<file path="src/rtl/i2c_scl_timer_pkg.sv">
package i2c_scl_timer_pkg;
    typedef enum logic [1:0] {
        ST_IDLE   = 2'd0,
        ST_LOW    = 2'd1,
        ST_HIGH   = 2'd2,
        ST_SETTLE = 2'd3
    } scl_state_t;

    localparam int SETTLE_BASE = 8;
    localparam int FIXED_PHASE = 8;
endpackage

</file>
<file path="src/rtl/i2c_scl_prescale.sv">
module i2c_scl_prescale #(
    parameter int DIV_W = 8
) (
    input  logic             clk,
    input  logic             rst_n,
    input  logic             clear,
    input  logic [DIV_W-1:0] div,
    output logic             tick
);
    logic [DIV_W-1:0] pre;

    assign tick = !clear && (pre == div);

    always_ff @(posedge clk or negedge rst_n) begin
        if (!rst_n)
            pre <= '0;
        else if (clear || tick)
            pre <= '0;
        else
            pre <= pre + 1'b1;
    end
endmodule

</file>
<file path="src/rtl/i2c_scl_period.sv">
module i2c_scl_period #(
    parameter int DIV_W    = 8,
    parameter int CNT_W    = 8,
    parameter int FLT_W    = 3,
    parameter int FLT_MULT = 2,
    parameter int PER_W    = 19
) (
    input  logic [DIV_W-1:0] div,
    input  logic [CNT_W-1:0] low,
    input  logic [CNT_W-1:0] high,
    input  logic [FLT_W-1:0] flt,
    input  logic             fixed16,
    output logic [PER_W-1:0] period
);
    logic [PER_W-1:0] ticks_sz;
    logic [PER_W-1:0] flt_term;
    logic [PER_W-1:0] base;

    assign ticks_sz = PER_W'(div) + 1'b1;

    generate
        if (FLT_MULT == 2) begin : g_flt_dbl
            assign flt_term = PER_W'(flt) << 1;
        end else begin : g_flt_sgl
            assign flt_term = PER_W'(flt);
        end
    endgenerate

    assign base = PER_W'(low) + PER_W'(high) + PER_W'(2);

    always_comb begin
        if (fixed16)
            period = ticks_sz << 4;
        else
            period = ticks_sz * base + PER_W'(i2c_scl_timer_pkg::SETTLE_BASE) + flt_term;
    end
endmodule

</file>
<file path="src/rtl/i2c_scl_timer.sv">
module i2c_scl_timer
    import i2c_scl_timer_pkg::*;
#(
    parameter  int DIV_W    = 8,
    parameter  int CNT_W    = 8,
    parameter  int FLT_W    = 3,
    parameter  int FLT_MULT = 2,
    localparam int PER_W    = DIV_W + CNT_W + 3
) (
    input  logic             clk,
    input  logic             rst_n,
    input  logic             run,
    input  logic             hs_mode,
    input  logic             fixed16,
    input  logic [FLT_W-1:0] flt_len,
    input  logic [DIV_W-1:0] fs_div,
    input  logic [CNT_W-1:0] fs_low,
    input  logic [CNT_W-1:0] fs_high,
    input  logic [CNT_W-1:0] fs_hold,
    input  logic [DIV_W-1:0] hs_div,
    input  logic [CNT_W-1:0] hs_low,
    input  logic [CNT_W-1:0] hs_high,
    input  logic [CNT_W-1:0] hs_hold,
    output logic             scl,
    output logic             fall_stb,
    output logic             rise_stb,
    output logic             sda_upd_stb,
    output logic [PER_W-1:0] period_cyc
);
    localparam int SET_W = FLT_W + 4;

    scl_state_t state, nxt;

    logic [DIV_W-1:0] sel_div;
    logic [CNT_W-1:0] sel_low, sel_high, sel_hold;

    logic [DIV_W-1:0] s_div;
    logic [CNT_W-1:0] s_low, s_high, s_hold;
    logic             s_fixed;
    logic [SET_W-1:0] s_settle;

    logic [CNT_W-1:0] ph_cnt;
    logic [SET_W-1:0] st_cnt;
    logic             tick, pre_clr, enter_low;
    logic [CNT_W-1:0] low_last, high_last;

    always_comb begin
        sel_div  = hs_mode ? hs_div  : fs_div;
        sel_low  = hs_mode ? hs_low  : fs_low;
        sel_high = hs_mode ? hs_high : fs_high;
        sel_hold = hs_mode ? hs_hold : fs_hold;
    end

    i2c_scl_period #(
        .DIV_W(DIV_W), .CNT_W(CNT_W), .FLT_W(FLT_W),
        .FLT_MULT(FLT_MULT), .PER_W(PER_W)
    ) u_period (
        .div(sel_div), .low(sel_low), .high(sel_high),
        .flt(flt_len), .fixed16(fixed16), .period(period_cyc)
    );

    assign pre_clr = (state != ST_LOW) && (state != ST_HIGH);

    i2c_scl_prescale #(.DIV_W(DIV_W)) u_pre (
        .clk(clk), .rst_n(rst_n), .clear(pre_clr), .div(s_div), .tick(tick)
    );

    assign low_last  = s_fixed ? CNT_W'(FIXED_PHASE - 1) : s_low;
    assign high_last = s_fixed ? CNT_W'(FIXED_PHASE - 1) : s_high;

    // next-state logic
    always_comb begin
        nxt = state;
        unique case (state)
            ST_IDLE:   if (run) nxt = ST_LOW;
            ST_LOW:    if (tick && ph_cnt == low_last) nxt = ST_HIGH;
            ST_HIGH:   if (tick && ph_cnt == high_last)
                           nxt = s_fixed ? (run ? ST_LOW : ST_IDLE) : ST_SETTLE;
            ST_SETTLE: if (st_cnt == s_settle - 1'b1)
                           nxt = run ? ST_LOW : ST_IDLE;
            default:   nxt = ST_IDLE;
        endcase
    end

    assign enter_low = (nxt == ST_LOW) && (state != ST_LOW);

    // state register
    always_ff @(posedge clk or negedge rst_n) begin
        if (!rst_n) state <= ST_IDLE;
        else        state <= nxt;
    end

    // phase and settle counters
    always_ff @(posedge clk or negedge rst_n) begin
        if (!rst_n) begin
            ph_cnt <= '0;
            st_cnt <= '0;
        end else begin
            if (state == ST_LOW || state == ST_HIGH) begin
                if (tick)
                    ph_cnt <= (nxt != state) ? '0 : ph_cnt + 1'b1;
            end else begin
                ph_cnt <= '0;
            end
            st_cnt <= (state == ST_SETTLE && nxt == ST_SETTLE) ? st_cnt + 1'b1 : '0;
        end
    end

    // capture settings at each period start
    always_ff @(posedge clk or negedge rst_n) begin
        if (!rst_n) begin
            s_div    <= '0;
            s_low    <= '0;
            s_high   <= '0;
            s_hold   <= '0;
            s_fixed  <= 1'b0;
            s_settle <= SET_W'(SETTLE_BASE);
        end else if (enter_low) begin
            s_div    <= sel_div;
            s_low    <= sel_low;
            s_high   <= sel_high;
            s_hold   <= sel_hold;
            s_fixed  <= fixed16;
            s_settle <= SET_W'(SETTLE_BASE) + SET_W'(FLT_MULT) * SET_W'(flt_len);
        end
    end

    // registered outputs
    always_ff @(posedge clk or negedge rst_n) begin
        if (!rst_n) begin
            scl         <= 1'b1;
            fall_stb    <= 1'b0;
            rise_stb    <= 1'b0;
            sda_upd_stb <= 1'b0;
        end else begin
            scl         <= (nxt != ST_LOW);
            fall_stb    <= enter_low;
            rise_stb    <= (nxt == ST_HIGH) && (state != ST_HIGH);
            sda_upd_stb <= (state == ST_LOW) && tick && (ph_cnt == s_hold);
        end
    end
endmodule

</file>
<file path="config.mk">
export PLATFORM = sky130hd
export DESIGN_NAME = i2c_scl_timer
export DESIGN_NICKNAME = d
export VERILOG_FILES = /design/src/rtl/i2c_scl_timer_pkg.sv /design/src/rtl/i2c_scl_prescale.sv /design/src/rtl/i2c_scl_period.sv /design/src/rtl/i2c_scl_timer.sv
export SDC_FILE = /design/constraint.sdc
export NUM_CORES = 1
export LEC_CHECK = 0
export BUFFER_PORTS_ARGS = -buffer_cell sky130_fd_sc_hd__clkbuf_2
export CELL_PAD_IN_SITES_DETAIL_PLACEMENT = 1
export CELL_PAD_IN_SITES_GLOBAL_PLACEMENT = 2
export CORE_AREA = 2 2 156 158
export DETAILED_ROUTE_END_ITERATION = 16
export DIE_AREA = 0 0 158 160
export PLACE_DENSITY = 0.79
export SLEW_MARGIN = 20
export SYNTH_ARGS = -nofsm -noshare
export SYNTH_HDL_FRONTEND = slang
export SYNTH_SLANG_ARGS = --single-unit
</file>
<file path="constraint.sdc">
create_clock -name clk -period 12.25 [get_ports clk]
set_clock_uncertainty 0.05 [all_clocks]
set_input_delay 2.45 -clock clk [delete_from_list [all_inputs] [get_ports clk]]
set_output_delay 2.45 -clock clk [all_outputs]
set_load 0.005 [all_outputs]
</file>
; ---- Word level (Yosys, flattened, before mapping)
; Index checks and enable logic that the tools add are counted.
[totals]
reg_bits = 69
input_bits = 72
out_inout_bits = 23
elab_cells = 73
[classes]
add_sub_neg = 10
multipliers = 1
eq_ne = 16
mux = 19
n_reduce_logical = 13
[ops]
columns = op, n
row1 = two-way mux 8 bit, 10
row2 = equality test 8 bit, 4
row3 = "adder 19 x 2 -> 19 bit, second input constant", 1
row4 = adder 19 x 4 -> 19 bit, 1
row5 = "adder 19 x 4 -> 19 bit, second input constant", 1
row6 = multiplier 19 x 19 -> 19 bit, 1
row7 = two-way mux 19 bit, 1
row8 = "adder 8 x 1 -> 8 bit, second input constant", 2
row9 = two-way mux 2 bit, 5
row10 = "adder 8 x 1 -> 9 bit, second input constant", 1
row11 = adder 8 x 8 -> 9 bit, 1
row12 = logical AND 1 bit, 9
row13 = "equality test 2 bit, second input constant", 4
row14 = one-hot mux 2 bit (4 select lines), 1
row15 = "adder 7 x 1 -> 7 bit, second input constant", 1
row16 = equality test 7 bit, 1
row17 = two-way mux 7 bit, 1
row18 = "subtractor 7 x 1 -> 7 bit, second input constant", 1
row19 = "adder 4 x 4 -> 5 bit, first input constant", 1
row20 = "equality test 2 x 1 -> 1 bit, second input constant", 2
row21 = "!= test 2 x 1 -> 1 bit, second input constant", 2
row22 = "!= test 2 bit, second input constant", 2
row23 = zero test 2 bit, 1
row24 = logical OR 1 bit, 2
row25 = 3 further kinds, 3

; ---- Depth between registers and ports, before layout
[logic_depth]
ltp_word = 11
depth_mapped = 31

; ---- By module
; A second synthesis with hierarchy kept.
[hier_totals]
hier_cells = 846
hier_area_um2 = 8065.2
[by_module_without_submodules]
columns = module, instances, cells_each, area_each_um2
row1 = i2c_scl_period, 1, 477, 3981.3
row2 = i2c_scl_timer, 1, 323, 3559.7
row3 = i2c_scl_prescale, 1, 46, 524.3

; ---- Worst setup path before layout
; OpenSTA, ideal clock, no wires.
[synth_path]
path_kind = input port to output port
startpoint = in hs_mode
endpoint = out period_cyc[15]
arrival_time_ps = 9859
slack_ps = -109
cell_stages = 29
path_buffers = 4
cell_sequence = clkbuf_1 clkbuf_1 clkbuf_1 clkbuf_1 mux2_2 ha_1 a21oi_1 a21boi_0 o21ai_0 a21boi_0 o21ai_0 nor3b_1 nor2_1 xnor2_1 nand2_1 fa_1 fa_1 fa_1 inv_1 fa_1 ha_1 ha_1 or3_1 o21ai_0 a21oi_1 a211oi_1 a21oi_1 o21a_1 nor3_1
[synth_via]
elab_chain_cells = 7
word_cells_on_any_way = 10
cone_classes = 5 x add/sub / 1 x mul / 4 x mux
[synth_rtl]
columns = element, line
row1 = start: declaration, i2c_scl_timer.sv:13  ; input logic hs_mode,
row2 = two-way mux 8 bit, i2c_scl_timer.sv:49  ; sel_low = hs_mode ? hs_low : fs_low;
row3 = net sel_low[2], i2c_scl_timer.sv:35  ; logic [CNT_W-1:0] sel_low, sel_high, sel_hold;
row4 = adder 8 x 8 -> 9 bit, i2c_scl_period.sv:29  ; assign base = PER_W'(low) + PER_W'(high) + PER_W'(2);
row5 = adder 19 x 2 -> 19 bit, i2c_scl_period.sv:29
row6 = multiplier 19 x 19 -> 19 bit, i2c_scl_period.sv:35  ; period = ticks_sz * base + PER_W'(i2c_scl_timer_pkg::SETTLE_BASE) + flt_term;
row7 = adder 19 x 4 -> 19 bit (2 in a row), i2c_scl_period.sv:35
row8 = two-way mux 19 bit, i2c_scl_period.sv:32  ; if (fixed16)
row9 = end: declaration, i2c_scl_timer.sv:28  ; output logic [PER_W-1:0] period_cyc
; The timed path passes the listed nets, and every way through them passes these cells.

; ---- Worst setup path after layout
[layout_path]
startpoint = in hs_mode
endpoint = out period_cyc[14]
; Same word-level chain as after synthesis.

==> reports/metrics.csv <==
stage,metric,value,unit
run_status,status,"complete, no violations",
sta,slew margin rel.,29.3,%
synth,Syn Nets,1095,
synth,Synth Register Bits,66,
grt,initial antenna violation count,0,
run,max cap viols,0,
route,Antenna Violating Nets Remaining,0,
synth,syn_area_per_cell,8.93,µm²
clocking,CTS Sinks,66,
route,number of remaining DRC errors,0,
sta,Sum Neg Setup Slack,0,ns
layout,Area growth syn-to-layout,15.7,%
setup_path,CP max FO,11,
layout,nets@finish,1191,
route,DR vias,6562,
setup_path,Worst path slowest cell,fa_1,
min_path,Min-Delay Startpoint,st_cnt[0],
placement,HPWL after DPL,18100,µm
synth,Cells after Synth,890,
synth,Mapped Area,7950,µm²
synth,asr flop ratio synth,100,%
route,drt wl/cell,16.8,µm
grt,GR Util met1,24.4,%
setup_path,CP Capture Type,output port,
grt,met3 GRT Util,1.44,%
setup_path,Critical Path RT,9.75,ns
synth,Synth area leader,dfrtp_1,
setup_path,most frequent CP cell,fa_1,
clocking,clock tree from TritonCTS,done,
synth,Main synth FF type,dfrtp_1,
synth,sequential-to-total area share from yosys stat,20.8,%
grt,gr usage total,18.2,%
min_path,hold endpoint,st_cnt[0],
clocking,Clock transition at path regs,0.06,ns
sta,Final Max Tran Viols,0,
floorplan,Chip Height,160,µm
synth,Synth area leaders,"dfrtp_1 20%, fa_1 15%, ha_1 12%, xor2_1 4.6%, nand2_1 4.6%",
setup_path,capturing point of the worst reg2reg path,s_high[5],
grt,pin count of the biggest net entering global routing,67,
layout,Antenna diodes,0,
synth,"EDFF count, synth",0,
synth,top cell type's share of synthesized area,20.1,%
sta,Final period util,95.6,%
grt,total gr overflow,0,
setup_path,delay of the slowest critical-path stage,0.53,ns
setup_path,reg-to-reg critical path startpoint,s_fixed,
sta,Worst Max-Slew Pin Slew,1.05,ns
grt,vias in the first global route,7077,
synth,post-synth cell types,69,
setup_path,startpoint types,primary input,
layout,layout cells sized above 1,19.3,%
floorplan,Core Rows,57,
floorplan,core area,23800,µm²
setup_path,reg2reg setup slack,8.25,ns
route,initial drt markers,227,
clocking,clock buffer depth,2,
clocking,clock latency at the later pin of the worst-skew pair,0.33,ns
floorplan,Die X-Extent,158,µm
layout,Fillers,2880,
grt,gr busiest metal,met2,
placement,dpl cells,1299,
floorplan,Die Area,25300,µm²
synth,synth cell count leaders,"97 x nand2_1, 86 x inv_1, 83 x nor2_1, 74 x ha_1, 64 x dfrtp_1",
sta,unrepaired setup endpoints after global routing,no,
setup_path,WS Path Type,in2out,
sta,fmax,85.4,MHz
min_path,min-delay worst type,reg2reg,
grt,first-pass GRT wire length,36800,µm
setup_path,Worst Path Arrival,9.21,ns
floorplan,initial core utilization,33.4,%
route,drt pass-1 iters,4,
setup_path,Worst R2R Path Depth,9,
sta,final hold vios,0,
clocking,H-tree depth,3,
sta,final critical-path required period,11.71,ns
sta,final setup fails,0,
grt,met2 Use GR,31.6,%
min_path,Hold Crit Depth,1,
synth,most frequent cell after synthesis,nand2_1,
placement,buffers added on ports,94,
layout,Finished Layout Cells,1315,
clocking,hold bufs inserted after CTS,0,
clocking,TritonCTS buffer count,9,
route,Vias/cell,4.99,
synth,warnings from Yosys,0,
route,final wirelength,22100,µm
floorplan,I/O pins,95,
placement,GP Congestion,0.812,
clocking,clock tree root driver cell,clkbuf_16,
==> sequential cells by signal, summed over array words and instances (netlist names), 2 cells and up <==
register,count
s_hold,8
s_settle,4
u_pre.pre,8
ph_cnt,8
s_low,8
s_div,8
st_cnt,7
state,2
s_high,8
==> cells by family (layout without fill, tap and decap cells) <==
kind of cell    after synthesis  count (layout)  share of synthesized area [%]
simple gates                298             298                           18.0
mux                          50              50                           7.48
compound gates              145             145                           11.9
flops                        66              66                           20.8
xor+xnor                     83              83                           9.14
fa+ha+maj                   133             133                           26.5
buf+inv                     115             216                           6.23
==> metal layers <==
metal,wire length [µm],part of all wire [%],vias up
met4,395,1.8,0
met3,516,2.3,20
met5,0,0,-
met1,10100,46,3257
met2,11100,50,90
li1,-,-,3195
==> repair_timing <==
item / in CTS / in global routing
setup buffers: 0 / 0
resized for setup: 0 / 19
setup endpoints to repair: 0 / 8
==> area by class of cell <==
| cell class | count | area [µm²] | share of cell area (%) |
|---|---|---|---|
| Sequential cell | 66 | 1650 | 18.0 |
| Inverter | 86 | 323 | 3.51 |
| Multi-Input combinational cell | 709 | 5860 | 63.7 |
| Clock buffer | 10 | 239 | 2.60 |
| Timing Repair Buffer | 114 | 627 | 6.82 |
| Tap cell | 324 | 405 | 4.41 |
| Clock inverter | 6 | 88.8 | 0.966 |
==> placed cells by master (no fill, tap or decap), drive strengths merged, types with 3 or more instances in the layout <==
cell and n:
clkbuf 102, nand2 97, inv 87, nor2 83, ha 74, dfrtp 64, fa 59, o21ai 52
xor2 42, xnor2 41, mux2 36, a21oi 35, nand3 26, buf 22, mux2i 14, nor2b 11
a21o 11, and2 11, and3 10, nor3 10, nand2b 9, nor4 7, o21a 7, a31oi 6
nand3b 6, a32oi 4, nand4 4, o211ai 4, nor3b 4, a21boi 4, a22oi 4, a32o 3
or3 3, or2 3, or4 3, and4 3
==> worst max path at each step <==
stage	startpoint	to	slack [ns]	cells past startpoint
2_1_floorplan	hs_mode	period_cyc[15]	0.01	29
3_3_place_gp	hs_mode	period_cyc[14]	0.23	29
3_5_place_dp	hs_mode	period_cyc[14]	0.12	29
4_1_cts	hs_mode	period_cyc[14]	0.09	29
5_1_grt	hs_mode	period_cyc[14]	0.03	29
6_report	hs_mode	period_cyc[14]	0.54	29
==> critical path, delay by kind of cell <==
family | cells | cell delay (ns)
adder cells (fa/ha/maj) | 8 | 3.30
AO/OA/AOI/OAI | 6 | 1.01
AND/OR/NAND/NOR | 6 | 0.90
buffers and inverters | 5 | 0.72
XOR/XNOR | 3 | 0.45
multiplexers | 1 | 0.38
==> through the flow <==
step / hold slack [ns] / setup slack [ns] / instance area (µm²) / utilization [%]
finish: 0.450 / 0.543 / 9200 / 38.6
floorplan: 0.396 / 0.0102 / 7950 / -
global placement: 0.437 / 0.231 / 8800 / 37.0
CTS: 0.448 / 0.0898 / 9130 / 38.3
global route: 0.475 / 0.0305 / 9200 / 38.6
detailed placement: 0.440 / 0.122 / 8800 / 37.0
Power is not shown: default switching activity piles up to over one toggle a cycle in this logic, so the estimate is an artifact.
